### config.mk
export PLATFORM = sky130hd
export DESIGN_NAME = spi_boot_reader
export DESIGN_NICKNAME = d
export VERILOG_FILES = /design/src/rtl/spi_boot_reader.sv
export SDC_FILE = /design/constraint.sdc
export NUM_CORES = 1
export LEC_CHECK = 0
export CORE_ASPECT_RATIO = 0.7
export CORE_MARGIN = 5
export CORE_UTILIZATION = 50
export CTS_BUF_LIST = sky130_fd_sc_hd__clkbuf_16
export DETAILED_ROUTE_END_ITERATION = 8
export MAX_ROUTING_LAYER = met4
export PLACE_DENSITY = 0.84
export SLEW_MARGIN = 5
export SYNTH_ARGS = -nofsm -noshare
export SYNTH_HDL_FRONTEND = slang
export SYNTH_SLANG_ARGS = --single-unit
### constraint.sdc
create_clock -name clk -period 2.6 [get_ports clk]
set_clock_uncertainty 0.1 [all_clocks]
set_input_delay 0.26 -clock clk [delete_from_list [all_inputs] [get_ports clk]]
set_output_delay 0.26 -clock clk [all_outputs]
set_load 0.01 [all_outputs]
### src/rtl/spi_boot_reader.sv
module spi_boot_reader #(
  parameter int CLK_DIV   = 4,
  parameter int ADDR_BITS = 16,
  parameter int CNT_W     = 16
) (
  input  logic             clk,
  input  logic             rst,
  input  logic             start,
  input  logic [CNT_W-1:0] word_count,
  output logic             sclk,
  output logic             cs_n,
  output logic             mosi,
  input  logic             miso,
  output logic             wr_en,
  output logic [CNT_W-1:0] wr_addr,
  output logic [31:0]      wr_data,
  output logic             busy,
  output logic             done
);
  localparam int HALF    = CLK_DIV / 2;
  localparam int DIV_W   = $clog2(CLK_DIV);
  localparam int TX_BITS = 8 + ADDR_BITS;
  localparam int BC_W    = $clog2((TX_BITS > 32) ? TX_BITS : 32);
  localparam logic [7:0]       READ_CMD  = 8'h03;
  localparam logic [DIV_W-1:0] DIV_LAST  = DIV_W'(CLK_DIV - 1);
  localparam logic [DIV_W-1:0] SAMPLE_AT = DIV_W'(HALF - 1);
  localparam logic [DIV_W-1:0] RISE_AT   = DIV_W'(HALF);
  localparam logic [BC_W-1:0]  HDR_LAST  = BC_W'(TX_BITS - 1);
  localparam logic [BC_W-1:0]  WORD_LAST = BC_W'(31);

  logic             run_q, rx_q, last_q;
  logic [DIV_W-1:0] div_q;
  logic [BC_W-1:0]  bit_q;
  logic [CNT_W-1:0] words_q, cnt_q;
  logic [31:0]      sh_q;

  wire             div_end = (div_q == DIV_LAST);
  wire             sample  = rx_q && (div_q == SAMPLE_AT);
  wire [DIV_W-1:0] div_nxt = div_end ? '0 : div_q + 1'b1;

  assign busy = run_q;
  assign mosi = run_q && !rx_q && (bit_q < BC_W'(8)) && READ_CMD[bit_q[2:0]];

  always_ff @(posedge clk) begin
    if (rst) begin
      run_q   <= 1'b0;
      rx_q    <= 1'b0;
      last_q  <= 1'b0;
      div_q   <= '0;
      bit_q   <= '0;
      words_q <= '0;
      cnt_q   <= '0;
      sh_q    <= '0;
      sclk    <= 1'b1;
      cs_n    <= 1'b1;
      wr_en   <= 1'b0;
      wr_addr <= '0;
      wr_data <= '0;
      done    <= 1'b0;
    end else begin
      wr_en <= 1'b0;
      done  <= 1'b0;
      if (!run_q) begin
        if (start) begin
          run_q   <= 1'b1;
          rx_q    <= 1'b0;
          last_q  <= 1'b0;
          cs_n    <= 1'b0;
          sclk    <= 1'b0;
          div_q   <= '0;
          bit_q   <= '0;
          words_q <= '0;
          cnt_q   <= word_count;
        end
      end else begin
        div_q <= div_nxt;
        sclk  <= (div_nxt >= RISE_AT);
        if (!rx_q && div_end) begin
          if (bit_q == HDR_LAST) begin
            bit_q <= '0;
            rx_q  <= 1'b1;
            if (cnt_q == '0) begin
              run_q  <= 1'b0;
              rx_q   <= 1'b0;
              cs_n   <= 1'b1;
              sclk   <= 1'b1;
              done   <= 1'b1;
            end
          end else begin
            bit_q <= bit_q + 1'b1;
          end
        end
        if (sample) begin
          sh_q <= {miso, sh_q[31:1]};
          if (bit_q == WORD_LAST) begin
            bit_q   <= '0;
            wr_en   <= 1'b1;
            wr_data <= {miso, sh_q[31:1]};
            wr_addr <= words_q;
            words_q <= words_q + 1'b1;
            if (words_q + 1'b1 == cnt_q) last_q <= 1'b1;
          end else begin
            bit_q <= bit_q + 1'b1;
          end
        end
        if (rx_q && div_end && last_q) begin
          run_q  <= 1'b0;
          rx_q   <= 1'b0;
          last_q <= 1'b0;
          cs_n   <= 1'b1;
          sclk   <= 1'b1;
          done   <= 1'b1;
        end
      end
    end
  end

  p_idle_lines_r1: assert property (@(posedge clk) disable iff (rst)
    !busy |-> (sclk && cs_n));

  p_mosi_hold_r2: assert property (@(posedge clk) disable iff (rst)
    (sclk && $past(sclk)) |-> $stable(mosi));

  p_wr_pulse_r6: assert property (@(posedge clk) disable iff (rst)
    wr_en |=> !wr_en);

  p_done_idle_r7: assert property (@(posedge clk) disable iff (rst)
    done |-> (!busy && cs_n && sclk));

  p_done_pulse_r7: assert property (@(posedge clk) disable iff (rst)
    done |=> !done);

  p_start_ignored_r8: assert property (@(posedge clk) disable iff (rst)
    (busy && start) |=> (!cs_n || done));
endmodule

**Word-level counts from Yosys, hierarchy flattened**

Memory sizes are Yosys's and may differ from the RTL's. A register that Yosys moved wholly into a read port is not among the register bits.
Cells that the tools add are included.

- Output and inout bits: 54
- Bits in read-only memories: 8
- Memory bits (writable): 0
- Flip-flop bits (word level): 126
- Bits of input ports: 20
- Memories kept: 1
- Latch bits: 0

Memory list:

| memory | words | bits a word | read ports | clocked after memory_dff | write ports | line | text |
|---|---|---|---|---|---|---|---|
| (name not given) | 8 | 1 | 1 | 1 | 0 | 42 | `assign mosi = run_q && !rx_q && (bit_q < BC_W'(8)) && READ_CMD[bit_q[2:0]];` |

- Muxes and demuxes: 47
- Shifts and indexed selects: 0
- $add $sub $neg: 3
- Order comparisons: 3
- Equal/unequal tests: 14
- Divide/modulo/power cells: 0
- Bitwise logic cells: 2
- $mul: 0
- Reduce and logical (&&, ||, !) cells: 20

Operators with widths:

| cell | count |
|---|---|
| 16-bit 2-to-1 mux | 4 |
| 1-bit 2-to-1 mux | 32 |
| 5-bit 2-to-1 mux | 6 |
| 3-bit by 1-bit inequality test with 1-bit output (second input constant) | 7 |
| 16-bit by 1-bit adder with 16-bit output (second input constant) | 1 |
| 16-bit == test | 1 |
| 16-bit zero test | 1 |
| 5-bit == test (second input constant) | 2 |
| 3-bit AND reduction | 3 |
| 4-bit AND reduction | 2 |
| 1-bit logical AND | 7 |
| 2-bit 2-to-1 mux | 3 |
| 3-bit 2-to-1 mux | 2 |
| 2-bit AND reduction | 3 |
| 5-bit by 1-bit adder with 5-bit output (second input constant) | 1 |
| 5-bit by 4-bit less-than comparator with 1-bit output (second input constant) | 1 |
| 3-bit by 4-bit less-than comparator with 1-bit output (second input constant) | 1 |
| 2-bit by 1-bit inequality test with 1-bit output (second input constant) | 2 |
| 3-bit OR reduction | 1 |
| 2-bit by 1-bit adder with 2-bit output (second input constant) | 1 |
| 2-bit by 1-bit == test with 1-bit output (second input constant) | 1 |
| 2-bit == test (second input constant) | 1 |
| 2-bit >= comparator (second input constant) | 1 |
| 1-bit inverter | 2 |
| 3 further kinds | 3 |

**Depth between registers and ports, before layout**

- Word-level depth: 8
- Gate-level depth with buffers: 11
- Depth with buffers taken out: 9

**Worst setup path before layout**

No wires, ideal clock.

- Kind: flip-flop to flip-flop
- From: register bit_q[0]
- To: register words_q[14]
- Required time: 2,371 ps
- Library setup time: 129 ps
- Path slack: 437 ps
- Buffers on the path: 2
- Arrival time: 1,934 ps
- Stages on the path, launching flop included: 12
- Path through: dfxtp_1 ha_1 and3_1 ha_1 nand3_1 or2_2 clkbuf_1 inv_1 buf_2 and2_1 o21ai_0 o31ai_1

- Word-level cells in the longest chain between the ends: 3

Ends and longest elaborated chain:

| element | line | text |
|---|---|---|
| from (decl) | 33 | `logic [BC_W-1:0] bit_q;` |
| from (signal assigned) | 90 | `bit_q <= bit_q + 1'b1;` |
| from (signal assigned) | 103 | `bit_q <= bit_q + 1'b1;` |
| 5-bit == test | 95 | `if (bit_q == WORD_LAST) begin` |
| 2-bit by 1-bit inequality test with 1-bit output (no line) | -- |  |
| 3-bit AND reduction (no line) | -- |  |
| to (signal assigned) | 100 | `words_q <= words_q + 1'b1;` |
| to (decl) | 34 | `logic [CNT_W-1:0] words_q, cnt_q;` |

Every way passes these cells.
A chain may end at the register's enable or synchronous reset.

**Worst setup path after layout**

- From: register bit_q[0]
- To: register words_q[9]

Same word-level chain as after synthesis.

==> run_results.csv <==
group,metric,value,unit
critical_path,crit_family,"simple AND/OR/NAND/NOR gates",
cts,clk_path_buf_depth,2,
drt,route.vias.total,4726,
finish,fin_area,6573,sq um
power_and_ir_drop,cellPowerDensity,658.5,nW/um^2
cts,cts_setup_buffers,0,
drt,wl_per_cell,15.19,microns
finish,num-fill-cells,853,
drt,first_pass_iters,5,
timing,tns,0,ns
finish,area_growth,26.46,%
logic_synthesis,yosysMostFrequentCell,"nand2_1",
logic_synthesis,synth_seq_area_share,48.53,%
critical_path,required,2.82,ns
global_route,gr-usage-met2,32.52,%
logic_synthesis,synth_simple_gate_area_share,24.03,%
drt,drtAntennaViolNets,0,
cts,clk_latency,0.42,ns
global_route,grt_use_met1,28.91,%
logic_synthesis,synth_ff_type,"dfxtp_1",
global_route,grt_overflow,0,
global_route,grt_pass1_vias,4429,
global_route,use_met3,6.065,%
cts,cts_resized,0,
critical_path,cp_slowest_stage_delay,0.37,ns
floorplanning,rows,31,
finish,fin_nets,744,
cts,cts_sinks,126,
cts,postCtsHoldBufs,0,
logic_synthesis,synthAdderAreaFrac,1.204,%
logic_synthesis,synth_compound_area_share,17.81,%
critical_path,crit_type,"reg2reg",
floorplanning,start_util,50.76,%
global_route,grt_pass1_wl,21530,microns
cts,clkTransAtPathRegs,0.05,ns
placed_design,placed_area,6035,sq um
logic_synthesis,synth_top_area_share,48.53,%
logic_synthesis,ys_top_cells_by_count,"nand2_1 (206), dfxtp_1 (126), a21oi_1 (106), clkbuf_1 (33), nor2_1 (23)",
drt,remaining_drc_errors,0,
cts,htreeDepth,4,
cts,cts_root_buf,"clkbuf_16",
logic_synthesis,syn_area_per_cell,7.923,sq um
logic_synthesis,ys_types,52,
timing,finalCritPeriodShare,89.43,%
placed_design,io_buffers,73,
logic_synthesis,yosysTopAreaCell,"dfxtp_1",
logic_synthesis,synth_area,5197,sq um
placed_design,hpwl,8770,microns
logic_synthesis,synth_edf_count,0,
power_and_ir_drop,ir_drop,0.4447,mV
critical_path,crit_slowest_cell,"dfxtp_1",
timing,setup_viol,0,
timing,slew_headroom,49.50,%
drt,via_per_inst,5.476,
finish,antenna_cells,0,
critical_path,cp-start-kind,"flip-flop",
timing,slew_viol_final,0,
worst_hold_path,hold_path_class,"in2reg",
critical_path,critPathArrivalTime,2.55,ns
global_route,grt_max_degree,81,
critical_path,critPathBufInv,1,
power_and_ir_drop,p_leak,2.294,nW
floorplanning,io_pins,74,
run_status,status,"finished, final reports clean",
floorplanning,die-width,131.9,microns
logic_synthesis,yosysWarningCount,0,
logic_synthesis,synth_top_family_by_area,"simple AND/OR/NAND/NOR gates",
placed_design,place.gp.congestion,0.8830,
logic_synthesis,synth.area.top_cells,"dfxtp_1 (49%), nand2_1 (15%), a21oi_1 (10%), clkbuf_1 (2.4%), xnor2_1 (2.4%)",
critical_path,endpoint_kind,"flip-flop",
logic_synthesis,ys_seq_elements,126,
global_route,grt.busiest_layer,"met2",
timing,rsz0062_at_grt,"no",
critical_path,cp_cell_sequence,"ha_1 -> and3_1 -> ha_1 -> nand3_1 -> or2_2 -> inv_1 -> nand2_1 -> o21ai_0",
floorplanning,die_area,12570,sq um
logic_synthesis,synth_nets,681,
cts,cts_buffers,17,
logic_synthesis,async_flop_share,0,%
timing,max_freq,430.1,MHz
timing,tightest_slew,0.7574,ns
finish,drive_gt1_share,7.114,%
cts,cts_tree,"yes",
timing,hold_viol_final,0,
logic_synthesis,synth-xor-area-share,3.972,%
logic_synthesis,synthMuxAreaShare,0.1926,%
global_route,antenna_found_initial,0,
floorplanning,core,10240,sq um
critical_path,path_common_cell,"ha_1",
floorplanning,dieHeight,95.30,microns
timing,min_period,2.325,ns
logic_synthesis,syn_inst,656,
run,cap_violations,0,
critical_path,crit_fanout,12,
drt,wirelength,13110,microns
drt,dr.first_iter.drc_count,392,
global_route,grt_use_total,21.74,%
-- cells in the final DEF (no fill, tap or decap), drive strengths merged, types with 2 or more instances in the layout --
master           n
nor3             4
clkbuf          17
clkinv           7
a311o            2
or3              3
nor2            23
clkdlybuf4s50   72
a31oi            7
nor4b            2
nor4             8
a21oi          106
nand4            7
xor2             7
o21a             2
o21ai           21
xnor2           14
a211oi           4
a32oi            2
buf             17
nand2          206
ha               5
o31ai            9
a22o             2
nand2b           2
nor2b            3
and4             2
nand3            9
nand4b           2
inv             12
dfxtp          126
and3             5
bufinv           2
and2             5
-- sequential cells by signal (all words and copies together) (netlist names), 2 cells and up, named ones only --
register,count
wr_data,32
sh_q,31
cnt_q,16
words_q,16
wr_addr,16
bit_q,5
div_q,2
-- cells by family after synthesis --
logic type / Yosys count
AND/OR/NAND/NOR: 286
AO/OA/AOI/OAI: 163
flip-flops: 126
buffers and inverters: 53
XOR/XNOR: 22
adder cells (fa/ha/maj): 5
multiplexers: 1
-- metal layers --
| layer | up-vias | part of all wire [%] |
|---|---|---|
| li1 | 2351 | - |
| met1 | 2197 | 48 |
| met2 | 164 | 45 |
| met3 | 14 | 6.5 |
| met4 | 0 | 1.0 |
| met5 | - | 0 |
-- final timing paths --
check	from	to	slack (ns)	depth (start not counted)
max	bit_q[0]$_SDFFE_PP0P_	words_q[9]$_SDFFE_PP0P_	0.27	8
min reg2reg	wr_data[14]$_SDFFE_PP0P_	wr_data[14]$_SDFFE_PP0P_	0.35	2
max reg2reg	bit_q[0]$_SDFFE_PP0P_	words_q[9]$_SDFFE_PP0P_	0.27	8
min	rst	div_q[0]$_SDFFE_PP0N_	0.12	2
-- worst reg2reg max path, stage by stage, from the launching register on --
cell and delay (ns):
dfxtp_1 0.37, ha_1 0.22, and3_1 0.18, ha_1 0.19, nand3_1 0.13, or2_2 0.36
inv_1 0.32, nand2_1 0.15, o21ai_0 0.22
-- metrics by stage --
stage	std cells	utilization, %	total power, W	setup WS, ns	hold slack, ns
after global placement	832	58.93	0.002199	0.4220	0.3430
after detailed placement	832	58.93	0.002205	0.2951	0.3475
after floorplan	656	-	0.002132	0.4368	0.2960
after CTS	863	64.19	0.004367	0.2863	0.1055
after global routing	863	64.19	0.004474	0.09826	0.1386
final	863	64.19	0.004328	0.2748	0.1189
-- power breakdown --
part / total (W) / switching (W) / internal (W) / leakage (nW)
Sequential: 0.00198 / 0.0000274 / 0.00196 / 1.02
Clock: 0.00216 / 0.000793 / 0.00137 / 0.277
Combinational: 0.000187 / 0.000102 / 0.0000848 / 0.999
Total: 0.00433 / 0.000922 / 0.00341 / 2.29
-- cell type report --
type | count | area (sq um) | area share (%)
Clock buffer | 17 | 425.4 | 6.472
Timing Repair Buffer | 89 | 860.8 | 13.10
Clock inverter | 14 | 112.6 | 1.713
Multi-Input combinational cell | 477 | 2456 | 37.37
Sequential cell | 126 | 2522 | 38.38
Tap cell | 132 | 165.2 | 2.513
Inverter | 8 | 30.03 | 0.4569
(Power assumes the default switching activity.)
